## config.mk

```make
export PLATFORM = sky130hd
export DESIGN_NAME = dma_desc_seq
export DESIGN_NICKNAME = d
export VERILOG_FILES = /design/src/rtl/dds_pkg.sv /design/src/rtl/dds_addr_unit.sv /design/src/rtl/dds_fetch.sv /design/src/rtl/dma_desc_seq.sv
export SDC_FILE = /design/constraint.sdc
export NUM_CORES = 1
export LEC_CHECK = 0
export BUFFER_PORTS_ARGS = -buffer_cell sky130_fd_sc_hd__buf_2
export CAP_MARGIN = 20
export CORE_MARGIN = 2
export CORE_UTILIZATION = 42
export DETAILED_ROUTE_END_ITERATION = 12
export GPL_TIMING_DRIVEN = 1
export PLACE_DENSITY_LB_ADDON = 0.25
export SYNTH_ARGS = -nofsm -noshare
export SYNTH_HDL_FRONTEND = slang
export SYNTH_SLANG_ARGS = --single-unit
```

## constraint.sdc

```tcl
create_clock -name clk -period 4 [get_ports clk]
set_input_delay 0.4 -clock clk [delete_from_list [all_inputs] [get_ports clk]]
set_output_delay 0.4 -clock clk [all_outputs]
set_load 0.05 [all_outputs]
```

## src/rtl/dds_pkg.sv

```systemverilog
package dds_pkg;

  typedef enum logic [1:0] {
    ST_IDLE  = 2'd0,
    ST_RUN   = 2'd1,
    ST_FETCH = 2'd2
  } dds_state_e;

  // register word indices
  localparam logic [2:0] RA_SRC  = 3'd0;
  localparam logic [2:0] RA_DST  = 3'd1;
  localparam logic [2:0] RA_LINK = 3'd2;
  localparam logic [2:0] RA_CTRL = 3'd3;
  localparam logic [2:0] RA_CFG  = 3'd4;
  localparam logic [2:0] RA_STAT = 3'd5;

  // words per linked descriptor: src, dst, link, ctrl
  localparam int DESC_WORDS = 4;

  function automatic logic [2:0] step_bytes(input logic [1:0] code);
    case (code)
      2'd0:    step_bytes = 3'd1;
      2'd1:    step_bytes = 3'd2;
      default: step_bytes = 3'd4;
    endcase
  endfunction

endpackage

```

## src/rtl/dds_addr_unit.sv

```systemverilog
module dds_addr_unit #(
  parameter int W = 32
) (
  input  logic         clk,
  input  logic         rst,
  input  logic         sw_we,
  input  logic [W-1:0] sw_data,
  input  logic         desc_ld,
  input  logic [W-1:0] desc_data,
  input  logic         step_en,
  input  logic         inc,
  input  logic [2:0]   step,
  output logic [W-1:0] addr
);

  always_ff @(posedge clk) begin
    if (rst) begin
      addr <= '0;
    end else if (desc_ld) begin
      addr <= desc_data;
    end else if (sw_we) begin
      addr <= sw_data;
    end else if (step_en && inc) begin
      addr <= addr + {{(W-3){1'b0}}, step};
    end
  end

endmodule

```

## src/rtl/dds_fetch.sv

```systemverilog
module dds_fetch
  import dds_pkg::*;
#(
  parameter int W = 32
) (
  input  logic                         clk,
  input  logic                         rst,
  input  logic                         start,
  input  logic                         abort,
  input  logic [W-1:0]                 base,
  output logic                         rd_req,
  output logic [W-1:0]                 rd_addr,
  input  logic                         rd_ack,
  input  logic                         rd_err,
  input  logic [W-1:0]                 rd_data,
  output logic                         done,
  output logic                         fail,
  output logic [DESC_WORDS-1:0][W-1:0] desc_words
);

  localparam int IDX_W = $clog2(DESC_WORDS);
  localparam logic [IDX_W-1:0] LAST_IDX = IDX_W'(DESC_WORDS - 1);

  logic [IDX_W-1:0] idx;
  logic [W-1:0]     shadow [DESC_WORDS];
  logic             take;

  assign take = rd_req && rd_ack && !rd_err && !abort;

  // descriptor buffer kept free of reset so it maps onto plain storage
  always_ff @(posedge clk) begin
    if (take) shadow[idx] <= rd_data;
  end

  always_ff @(posedge clk) begin
    if (rst) begin
      rd_req  <= 1'b0;
      rd_addr <= '0;
      idx     <= '0;
      done    <= 1'b0;
      fail    <= 1'b0;
    end else begin
      done <= 1'b0;
      fail <= 1'b0;
      if (abort) begin
        rd_req <= 1'b0;
      end else if (start) begin
        rd_req  <= 1'b1;
        rd_addr <= base;
        idx     <= '0;
      end else if (rd_req && rd_ack) begin
        if (rd_err) begin
          rd_req <= 1'b0;
          fail   <= 1'b1;
        end else if (idx == LAST_IDX) begin
          rd_req <= 1'b0;
          done   <= 1'b1;
        end else begin
          idx     <= idx + 1'b1;
          rd_addr <= rd_addr + W'(4);
        end
      end
    end
  end

  for (genvar g = 0; g < DESC_WORDS; g++) begin : g_words
    assign desc_words[g] = shadow[g];
  end

endmodule

```

## src/rtl/dma_desc_seq.sv

```systemverilog
module dma_desc_seq
  import dds_pkg::*;
#(
  parameter int W     = 32,
  parameter int CNT_W = 12
) (
  input  logic         clk,
  input  logic         rst,
  input  logic         reg_wr,
  input  logic [2:0]   reg_addr,
  input  logic [W-1:0] reg_wdata,
  output logic [W-1:0] reg_rdata,
  input  logic         src_req,
  input  logic         dp_busy,
  output logic         xfer_req,
  output logic [W-1:0] xfer_src,
  output logic [W-1:0] xfer_dst,
  output logic         rd_req,
  output logic [W-1:0] rd_addr,
  input  logic         rd_ack,
  input  logic         rd_err,
  input  logic [W-1:0] rd_data,
  output logic         irq_tc,
  output logic         irq_err
);

  // control word layout derived from the count width
  localparam int SI_B      = CNT_W;
  localparam int DI_B      = CNT_W + 1;
  localparam int WC_LO     = CNT_W + 2;
  localparam int TC_B      = CNT_W + 4;
  localparam int CTRL_USED = CNT_W + 5;

  dds_state_e state;

  logic             en_q, halt_q, tcm_q, erm_q;
  logic             tc_stat_q, err_stat_q;
  logic [W-1:0]     link_q;
  logic [CNT_W-1:0] cnt_q;
  logic             sinc_q, dinc_q, tcen_q;
  logic [1:0]       wcode_q;

  logic we_src, we_dst, we_link, we_ctrl, we_cfg, we_stat;
  logic issue, term, chain, fetch_abort, desc_ld;
  logic f_done, f_fail, act;
  logic [2:0] step_b;
  logic [DESC_WORDS-1:0][W-1:0] desc_words;
  logic [1:0] au_we, au_inc;
  logic [W-1:0] au_addr [2];
  logic [W-1:0] rdata_n;
  logic [W-1:0] ctrl_w;
  logic         unused_desc;

  assign we_src  = reg_wr && (reg_addr == RA_SRC);
  assign we_dst  = reg_wr && (reg_addr == RA_DST);
  assign we_link = reg_wr && (reg_addr == RA_LINK);
  assign we_ctrl = reg_wr && (reg_addr == RA_CTRL);
  assign we_cfg  = reg_wr && (reg_addr == RA_CFG);
  assign we_stat = reg_wr && (reg_addr == RA_STAT);

  assign issue       = (state == ST_RUN) && en_q && !halt_q && (cnt_q != '0) && src_req;
  assign term        = (state == ST_RUN) && en_q && (cnt_q == '0);
  assign chain       = term && (link_q != '0);
  assign fetch_abort = (state == ST_FETCH) && !en_q;
  assign desc_ld     = (state == ST_FETCH) && en_q && f_done;
  assign step_b      = step_bytes(wcode_q);
  assign act         = dp_busy || xfer_req;
  assign ctrl_w      = desc_words[3];
  assign unused_desc = ^{ctrl_w[W-1:CTRL_USED], desc_words[2][1:0]};

  // source and destination address units share one structure
  assign au_we  = {we_dst, we_src};
  assign au_inc = {dinc_q, sinc_q};

  for (genvar g = 0; g < 2; g++) begin : g_addr
    dds_addr_unit #(.W(W)) u_au (
      .clk       (clk),
      .rst       (rst),
      .sw_we     (au_we[g]),
      .sw_data   (reg_wdata),
      .desc_ld   (desc_ld),
      .desc_data (desc_words[g]),
      .step_en   (issue),
      .inc       (au_inc[g]),
      .step      (step_b),
      .addr      (au_addr[g])
    );
  end

  dds_fetch #(.W(W)) u_fetch (
    .clk        (clk),
    .rst        (rst),
    .start      (chain),
    .abort      (fetch_abort),
    .base       (link_q),
    .rd_req     (rd_req),
    .rd_addr    (rd_addr),
    .rd_ack     (rd_ack),
    .rd_err     (rd_err),
    .rd_data    (rd_data),
    .done       (f_done),
    .fail       (f_fail),
    .desc_words (desc_words)
  );

  always_ff @(posedge clk) begin
    if (rst) begin
      state      <= ST_IDLE;
      en_q       <= 1'b0;
      halt_q     <= 1'b0;
      tcm_q      <= 1'b0;
      erm_q      <= 1'b0;
      tc_stat_q  <= 1'b0;
      err_stat_q <= 1'b0;
      link_q     <= '0;
      cnt_q      <= '0;
      sinc_q     <= 1'b0;
      dinc_q     <= 1'b0;
      tcen_q     <= 1'b0;
      wcode_q    <= '0;
      xfer_req   <= 1'b0;
      xfer_src   <= '0;
      xfer_dst   <= '0;
    end else begin
      xfer_req <= issue;
      if (issue) begin
        xfer_src <= au_addr[0];
        xfer_dst <= au_addr[1];
      end

      // software side first; hardware updates below take priority
      if (we_cfg) begin
        en_q   <= reg_wdata[0];
        halt_q <= reg_wdata[1];
        tcm_q  <= reg_wdata[2];
        erm_q  <= reg_wdata[3];
      end
      if (we_link) link_q <= {reg_wdata[W-1:2], 2'b00};
      if (we_ctrl) begin
        cnt_q   <= reg_wdata[CNT_W-1:0];
        sinc_q  <= reg_wdata[SI_B];
        dinc_q  <= reg_wdata[DI_B];
        wcode_q <= reg_wdata[WC_LO+1:WC_LO];
        tcen_q  <= reg_wdata[TC_B];
      end
      if (we_stat) begin
        tc_stat_q  <= tc_stat_q  & ~reg_wdata[0];
        err_stat_q <= err_stat_q & ~reg_wdata[1];
      end

      case (state)
        ST_IDLE: begin
          if (en_q) state <= ST_RUN;
        end
        ST_RUN: begin
          if (!en_q) begin
            state <= ST_IDLE;
          end else if (issue) begin
            cnt_q <= cnt_q - CNT_W'(1);
          end else if (term) begin
            if (tcen_q) tc_stat_q <= 1'b1;
            if (link_q == '0) begin
              en_q  <= 1'b0;
              state <= ST_IDLE;
            end else begin
              state <= ST_FETCH;
            end
          end
        end
        ST_FETCH: begin
          if (!en_q) begin
            state <= ST_IDLE;
          end else if (f_fail) begin
            en_q       <= 1'b0;
            err_stat_q <= 1'b1;
            state      <= ST_IDLE;
          end else if (f_done) begin
            link_q  <= {desc_words[2][W-1:2], 2'b00};
            cnt_q   <= ctrl_w[CNT_W-1:0];
            sinc_q  <= ctrl_w[SI_B];
            dinc_q  <= ctrl_w[DI_B];
            wcode_q <= ctrl_w[WC_LO+1:WC_LO];
            tcen_q  <= ctrl_w[TC_B];
            state   <= ST_RUN;
          end
        end
        default: state <= ST_IDLE;
      endcase
    end
  end

  always_comb begin
    case (reg_addr)
      RA_SRC:  rdata_n = au_addr[0];
      RA_DST:  rdata_n = au_addr[1];
      RA_LINK: rdata_n = link_q;
      RA_CTRL: rdata_n = {{(W-CTRL_USED){1'b0}}, tcen_q, wcode_q, dinc_q, sinc_q, cnt_q};
      RA_CFG:  rdata_n = {{(W-5){1'b0}}, act, erm_q, tcm_q, halt_q, en_q};
      RA_STAT: rdata_n = {{(W-2){1'b0}}, err_stat_q, tc_stat_q};
      default: rdata_n = '0;
    endcase
  end

  always_ff @(posedge clk) begin
    if (rst) reg_rdata <= '0;
    else     reg_rdata <= rdata_n;
  end

  assign irq_tc  = tc_stat_q & tcm_q;
  assign irq_err = err_stat_q & erm_q;

endmodule

```

==> results.md, run 1 <==
- Max_slew headroom: 0.3102
- Hold-fix buffers at CTS: 0
- Die Height: 205.8 um
- Outcome: complete, no violations
- Initial antenna violation count: 3
- I/O pins: 206
- Hold Crit Class: input port to flip-flop
- Synth top area share: 0.2984
- Clock-pin slew on the worst setup and hold paths: 60 ps
- Largest net degree at the start of global routing: 99
- Vias in the first global route: 14576
- Post-CTS sizing: 0
- Min Tclk post-route: 3192 ps
- Via/cell ratio: 6.071
- Crit-path cells: nand4b_1 > a31oi_4 > buf_4 > nor3_1 > or4_1 > a31oi_1
- CTS tree: built
- Dpl cells: 2490
- Worst-skew pair later-pin latency: 590 ps
- CP bufs+invs: 1
- Via Count: 15578
- Max Root-Sink Buffers: 3
- Iter 0 DRT Violations: 1924
- Synthesized area: 0.01711 sq mm
- Initial core utilization: 0.4277
- Max FO, Critical Path: 58
- Yosys top cell by area: dfxtp_1
- Fmax: 313.2 MHz
- Clock sink count: 366
- Sequential share of the synthesized area: 0.4932
- Routed Antenna Nets: 0
- Die X: 205.8 um
- Setup violations, final: 0
- Syn Inst Count: 1865
- Wire per inst: 23.96 um
- DR pass1 iterations: 6
- CP delay by family, top: simple AND/OR/NAND/NOR gates
- Avg Cell Area, Syn: 9.174 sq um
- Fin cells: 2566
- Ratio of cells with drive above 1 in the final layout: 0.1692
- Nets: 2098
- Peak supply drop: 0.2705 mV
- Unrepaired setup endpoints after global routing: no
- First-pass GRT wire length: 91.47 mm
- Final Hold Fails: 0
- Post-synth ARST share: 0
- P_leak: 0.007175 uW
- Post-synthesis register bit count: 366
- Simple-gate share of the synthesized area: 0.1859
- CP arrival: 3690 ps
- Crit-path slowest cell: dfxtp_1
- HPWL after DPL: 43.72 mm
- Top cells by area, synth: dfxtp_1 30%, edfxtp_1 19%, nand2_1 5.4%, a21oi_1 5.1%, mux2i_1 4.1%
- Main combinational cell family by area after synthesis: simple AND/OR/NAND/NOR gates
- Most frequent cell after synthesis: dfxtp_1
- Row cnt: 73
- RD Place Congestion: 0.9172
- CP endpoint kind: flip-flop
- Multiplexer share of the synthesized area: 0.05938
- Post-route clock skew: 25.16 ps
- Final period util: 0.7981
- Critical Path Start Type: flip-flop
- Syn_nets: 1956
- Total gr overflow: 0
- Adder-cell share of the synthesized area: 0.01243
- Port Buffers: 205
- CTS Buf Count: 40
- Max Cap Viol: 0
- Setup CP Type: flip-flop to flip-flop
- GRT Total Usage: 0.2870
- Pins Over Slew Limit: 0
- Slew @ Worst Pin: 1027 ps
- Top cells by count, synth: 255 x dfxtp_1, 245 x nand2_1, 173 x a21oi_1
- Wirelength, routed: 61.48 mm
- CP peak stage delay: 690 ps
- Distinct cells, synth: 76
- PwrDens: 418.4 mW/mm^2
- Layout area overhead: 16.75%
- H-tree depth: 2
- YS warnings: 0
- Synth Flop Type: dfxtp_1
- Post-CTS setup repair buffer count: 0
- XOR/XNOR Fraction of Synth Area: 0.02508
- Core Footprint: 0.04001 sq mm
- EDFF count, synth: 111
- Synth Area in Compound Gates: 0.1834
- Crit path required time: 4500 ps
- Die area: 0.04237 sq mm
- TNS Setup: 0 ps
- Root Driver: clkbuf_16
- # DRC: 0
-- kinds of logic (layout without fill, tap and decap cells) --
logic type	after synthesis	count (layout)
DFF	366	366
buffers and inverters	175	349
and+or+nand+nor	664	664
other	0	2
adders and majority gates	17	17
xor gates and xnor gates	49	49
muxes	86	86
AOI/OAI and AO/OA	508	508
-- sequential cells by signal (all words and copies together), names as in the netlist, 12 cells and up --
name              count
reg_rdata            32
g_addr.u_au.addr     64
u_fetch.rd_addr      32
xfer_dst             32
u_fetch.shadow      111
link_q               32
xfer_src             32
cnt_q                12
-- final timing paths --
kind / from / end / slack [ps] / cells after the start
setup / recovery: en_q$_SDFF_PP0_ / cnt_q[4]$_SDFF_PP0_ / 810 / 6
hold / removal: rd_data[22] / u_fetch.shadow[2][22]$_DFFE_PP_ / 30 / 1
setup reg to reg: en_q$_SDFF_PP0_ / cnt_q[4]$_SDFF_PP0_ / 810 / 6
hold reg to reg: xfer_src[29]$_SDFFE_PP0N_ / xfer_src[29]$_SDFFE_PP0N_ / 450 / 2
-- power by group --
| group | internal (uW) | switching (uW) | total, uW |
|---|---|---|---|
| Combinational | 145 | 307 | 452 |
| Sequential | 3850 | 57.4 | 3910 |
| Clock | 2400 | 1600 | 4000 |
| Total | 6390 | 1960 | 8360 |
-- stage by stage --
| step | power (uW) | instance area [sq um] | utilization | hold slack, ps | setup WS, ps |
|---|---|---|---|---|---|
| final | 8357 | 19970 | 0.4993 | 28.44 | 807.6 |
| after floorplan | 4223 | 17110 | - | 450.5 | 1268 |
| after CTS | 8397 | 19970 | 0.4992 | 4.108 | 892.0 |
| after detailed placement | 4426 | 18550 | 0.4637 | 444.4 | 875.6 |
| after global routing | 8569 | 19970 | 0.4992 | 28.56 | 642.5 |
| after global placement | 4422 | 18550 | 0.4637 | 440.6 | 927.1 |
-- cell type report --
class	count	area, sq um
fillers	3747	20030
flip-flops and latches	366	8438
multi-input cells	1324	8014
repair buffers	244	1325
clock buffers	54	1135
well taps	525	656.9
clock inverters	20	284.0
inverters	31	116.4
diodes	2	5.005
-- placed cells by master, fill, tap and decap left out, types with 7 or more instances in the layout --
| cell type | instances |
|---|---|
| a211oi_1 | 71 |
| a21oi_1 | 173 |
| a22oi_1 | 28 |
| a311oi_1 | 9 |
| a31oi_1 | 30 |
| and2_1 | 24 |
| and3_1 | 26 |
| buf_2 | 204 |
| buf_4 | 39 |
| clkbuf_1 | 7 |
| clkbuf_16 | 41 |
| dfxtp_1 | 255 |
| edfxtp_1 | 111 |
| ha_1 | 17 |
| inv_1 | 30 |
| mux2i_1 | 70 |
| mux4_2 | 12 |
| nand2_1 | 244 |
| nand3_1 | 41 |
| nand4_1 | 30 |
| nand4b_1 | 8 |
| nor2_1 | 143 |
| nor2b_1 | 19 |
| nor3_1 | 42 |
| nor4_1 | 36 |
| o211ai_1 | 16 |
| o21ai_0 | 98 |
| o22ai_1 | 15 |
| or3_1 | 11 |
| xnor2_1 | 37 |
| xor2_1 | 12 |
-- per-layer routing --
layer	vias up	part of all wire	global-route usage
met2	808	0.42	0.4139
li1	7118	-	-
met3	133	0.097	0.05717
met5	-	0.00041	0
met1	7515	0.44	0.4193
met4	4	0.037	0.1138
-- worst reg2reg max path, cell delays in order (launching register included) --
cell and delay (ps):
dfxtp_1 690, nand4b_1 300, a31oi_4 600, buf_4 660, nor3_1 150, or4_1 500
a31oi_1 210
No activity file was read; power rests on OpenSTA's default activity.
==> run 2, diff against run 1 <==
- clock period: 4 -> 2.74 ns (I/O delays scaled with it)
==> run 2 against run 1 <==
Non-clock buffer count rose by 120. Count of clock-buffer cells in the layout fell by 3. Final area rose by 5.7%. Register-to-register slack got worse by 700 ps. Power rose by 47%. Die area did not move. Via count rose by 3.3%. Largest cell class unchanged. Largest power group unchanged.
==> results.md, run 2 (synthesized netlist as in run 1, its figures left out) <==
- Outcome: complete, no violations
- Unrepaired setup endpoints after global routing: no
- CTS tree: built
- First-pass GRT wire length: 95.21 mm
- CP endpoint kind: flip-flop
- Final period util: 0.9593
- I/O pins: 206
- Iter 0 DRT Violations: 2163
- PwrDens: 581.4 mW/mm^2
- Crit path required time: 3260 ps
- Total gr overflow: 0
- Wire per inst: 23.76 um
- Routed Antenna Nets: 0
- GRT Total Usage: 0.3007
- Commonest non-fill, non-tap cells in the layout: 254 x dfxtp_1, 244 x nand2_1, 204 x buf_2
- Reg with most FFs: u_fetch.shadow
- # DRC: 0
- Design Area, Final: 0.02111 sq mm
- Root Driver: clkbuf_16
- Ratio of cells with drive above 1 in the final layout: 0.2057
- P_leak: 0.007812 uW
- Initial core utilization: 0.4277
- RD Place Congestion: 0.9580
- Dpl cells: 2575
- Clock sink count: 366
- Die area: 0.04237 sq mm
- Pins Over Slew Limit: 0
- DR pass1 iterations: 8
- # diodes: 0
- Largest net degree at the start of global routing: 81
- Wirelength, routed: 63.86 mm
- Critical Path Start Type: flip-flop
- Largest regs: u_fetch.shadow (111), g_addr.u_au.addr (64)
- Peak supply drop: 0.4318 mV
- Max Cap Viol: 0
- HPWL after DPL: 45.86 mm
- Max_slew headroom: 0.3444
- Layout area overhead: 23.37%
- Via Count: 16086
- Worst Reg-to-Reg Cells: 8
- Final core utilization: 0.5276
- Hold path start: rd_data[2]
- Nets: 2220
- R2R Setup Slk: 110 ps
- Max Root-Sink Buffers: 3
- Vias in the first global route: 15125
- Port Buffers: 205
- Worst-skew pair later-pin latency: 580 ps
- Fmax: 380.5 MHz
- Leading cell type in the layout, fill and taps excluded: dfxtp_1
- Max reg flops: 111
- CP arrival: 3150 ps
- Fin Hold WS: 24.39 ps
- Final Hold Fails: 0
- Hold-critical path depth: 1
- Slew @ Worst Pin: 983.4 ps
- Fin cells: 2688
- Row cnt: 73
- WHS Endpoint: u_fetch.shadow[3][2]$_DFFE_PP_
- Critical R2R Launch: link_q[19]$_SDFF_PP0_
- RR Endpoint: u_fetch.idx[0]$_SDFFE_PP0P_
- Post-DP Area: 0.01930 sq mm
- Initial antenna violation count: 2
- H-tree depth: 2
- Max FO, Critical Path: 27
- Setup violations, final: 0
- CTS Buf Count: 42
- Core Footprint: 0.04001 sq mm
- Hold Crit Class: input port to flip-flop
- Min Tclk post-route: 2628 ps
- Setup CP Type: flip-flop to flip-flop
- Die Height: 205.8 um
- Die X: 205.8 um
- Post-route clock skew: 17.05 ps
- Via/cell ratio: 5.984
- Clock-pin slew on the worst setup and hold paths: 60 ps
run 2: cell types whose count changed in the layout (fill, tap and decap cells not counted), sizes merged, moves of 2 or more:
cell,change
inv,+2
diode,-2
clkinv,+4
clkbuf,-3
buf,+87
dlygate4sd3,+33
clkinvlp,+2
run 2: final cells by class:
type / count / area [sq um]
clock inverters: 27 / 301.5
flip-flops and latches: 366 / 8439
repair buffers: 364 / 2425
inverters: 31 / 116.4
fillers: 3714 / 18900
clock buffers: 51 / 1115
multi-input cells: 1324 / 8053
well taps: 525 / 656.9
run 2: what timing repair did:
| item | 4_1_cts | 5_1_grt |
|---|---|---|
| setup endpoints to repair | 15 | 31 |
| pin swaps | 1 | 1 |
| hold buffers | 33 | 0 |
| hold endpoints to repair | 102 | 0 |
| resized for setup | 1 | 8 |
| setup buffers | 1 | 1 |
run 2: per-stage QoR:
step                      total power, uW  TNS (ps)  worst slack, ps
after floorplan                      6165         0            7.728
after global placement               6498     -1151           -134.7
after detailed placement             6505    -795.6           -104.0
after CTS                           12310         0            46.85
after global routing                12610         0            1.517
final                               12270         0            111.6
run 2: power by group:
part	switching [uW]	leakage (uW)	internal, uW	total [uW]
registers	63.7	0.00306	5620	5680
clock network	2410	0.000694	3410	5820
logic	496	0.00406	279	774
run 2: worst max path at each step:
| stage | startpoint | end | slack, ps | depth (start not counted) |
|---|---|---|---|---|
| after CTS | cnt_q[0]$_SDFF_PP0_ | g_addr[1].u_au.addr[10]$_SDFFE_PP0P_ | 50 | 9 |
| after global routing | link_q[19]$_SDFF_PP0_ | u_fetch.idx[0]$_SDFFE_PP0P_ | 2 | 8 |
| after detailed placement | link_q[19]$_SDFF_PP0_ | u_fetch.rd_addr[26]$_SDFFE_PP0P_ | -100 | 7 |
| after global placement | link_q[19]$_SDFF_PP0_ | u_fetch.rd_addr[26]$_SDFFE_PP0P_ | -130 | 7 |
| final | link_q[19]$_SDFF_PP0_ | u_fetch.idx[0]$_SDFFE_PP0P_ | 110 | 8 |
| after floorplan | u_fetch.rd_addr[2]$_SDFFE_PP0P_ | u_fetch.rd_addr[30]$_SDFFE_PP0P_ | 8 | 8 |
run 2: critical path: stages, from the launching register on:
cell     delay [ps]
dfxtp_1         410
nor4_1          480
nand4_1         150
buf_4           200
o21a_2          280
buf_12          190
or4_1           460
nor3_1          220
mux2_2          190
run 2: layer usage:
metal / up-vias / track usage / routed length [um] / share of wire
met4: 4 / 0.1046 / 1983 / 0.031
met3: 131 / 0.05923 / 6653 / 0.10
met1: 7699 / 0.4351 / 27610 / 0.43
li1: 7373 / - / - / -
met2: 879 / 0.4461 / 27580 / 0.43
met5: - / 0 / 30 / 0.00047
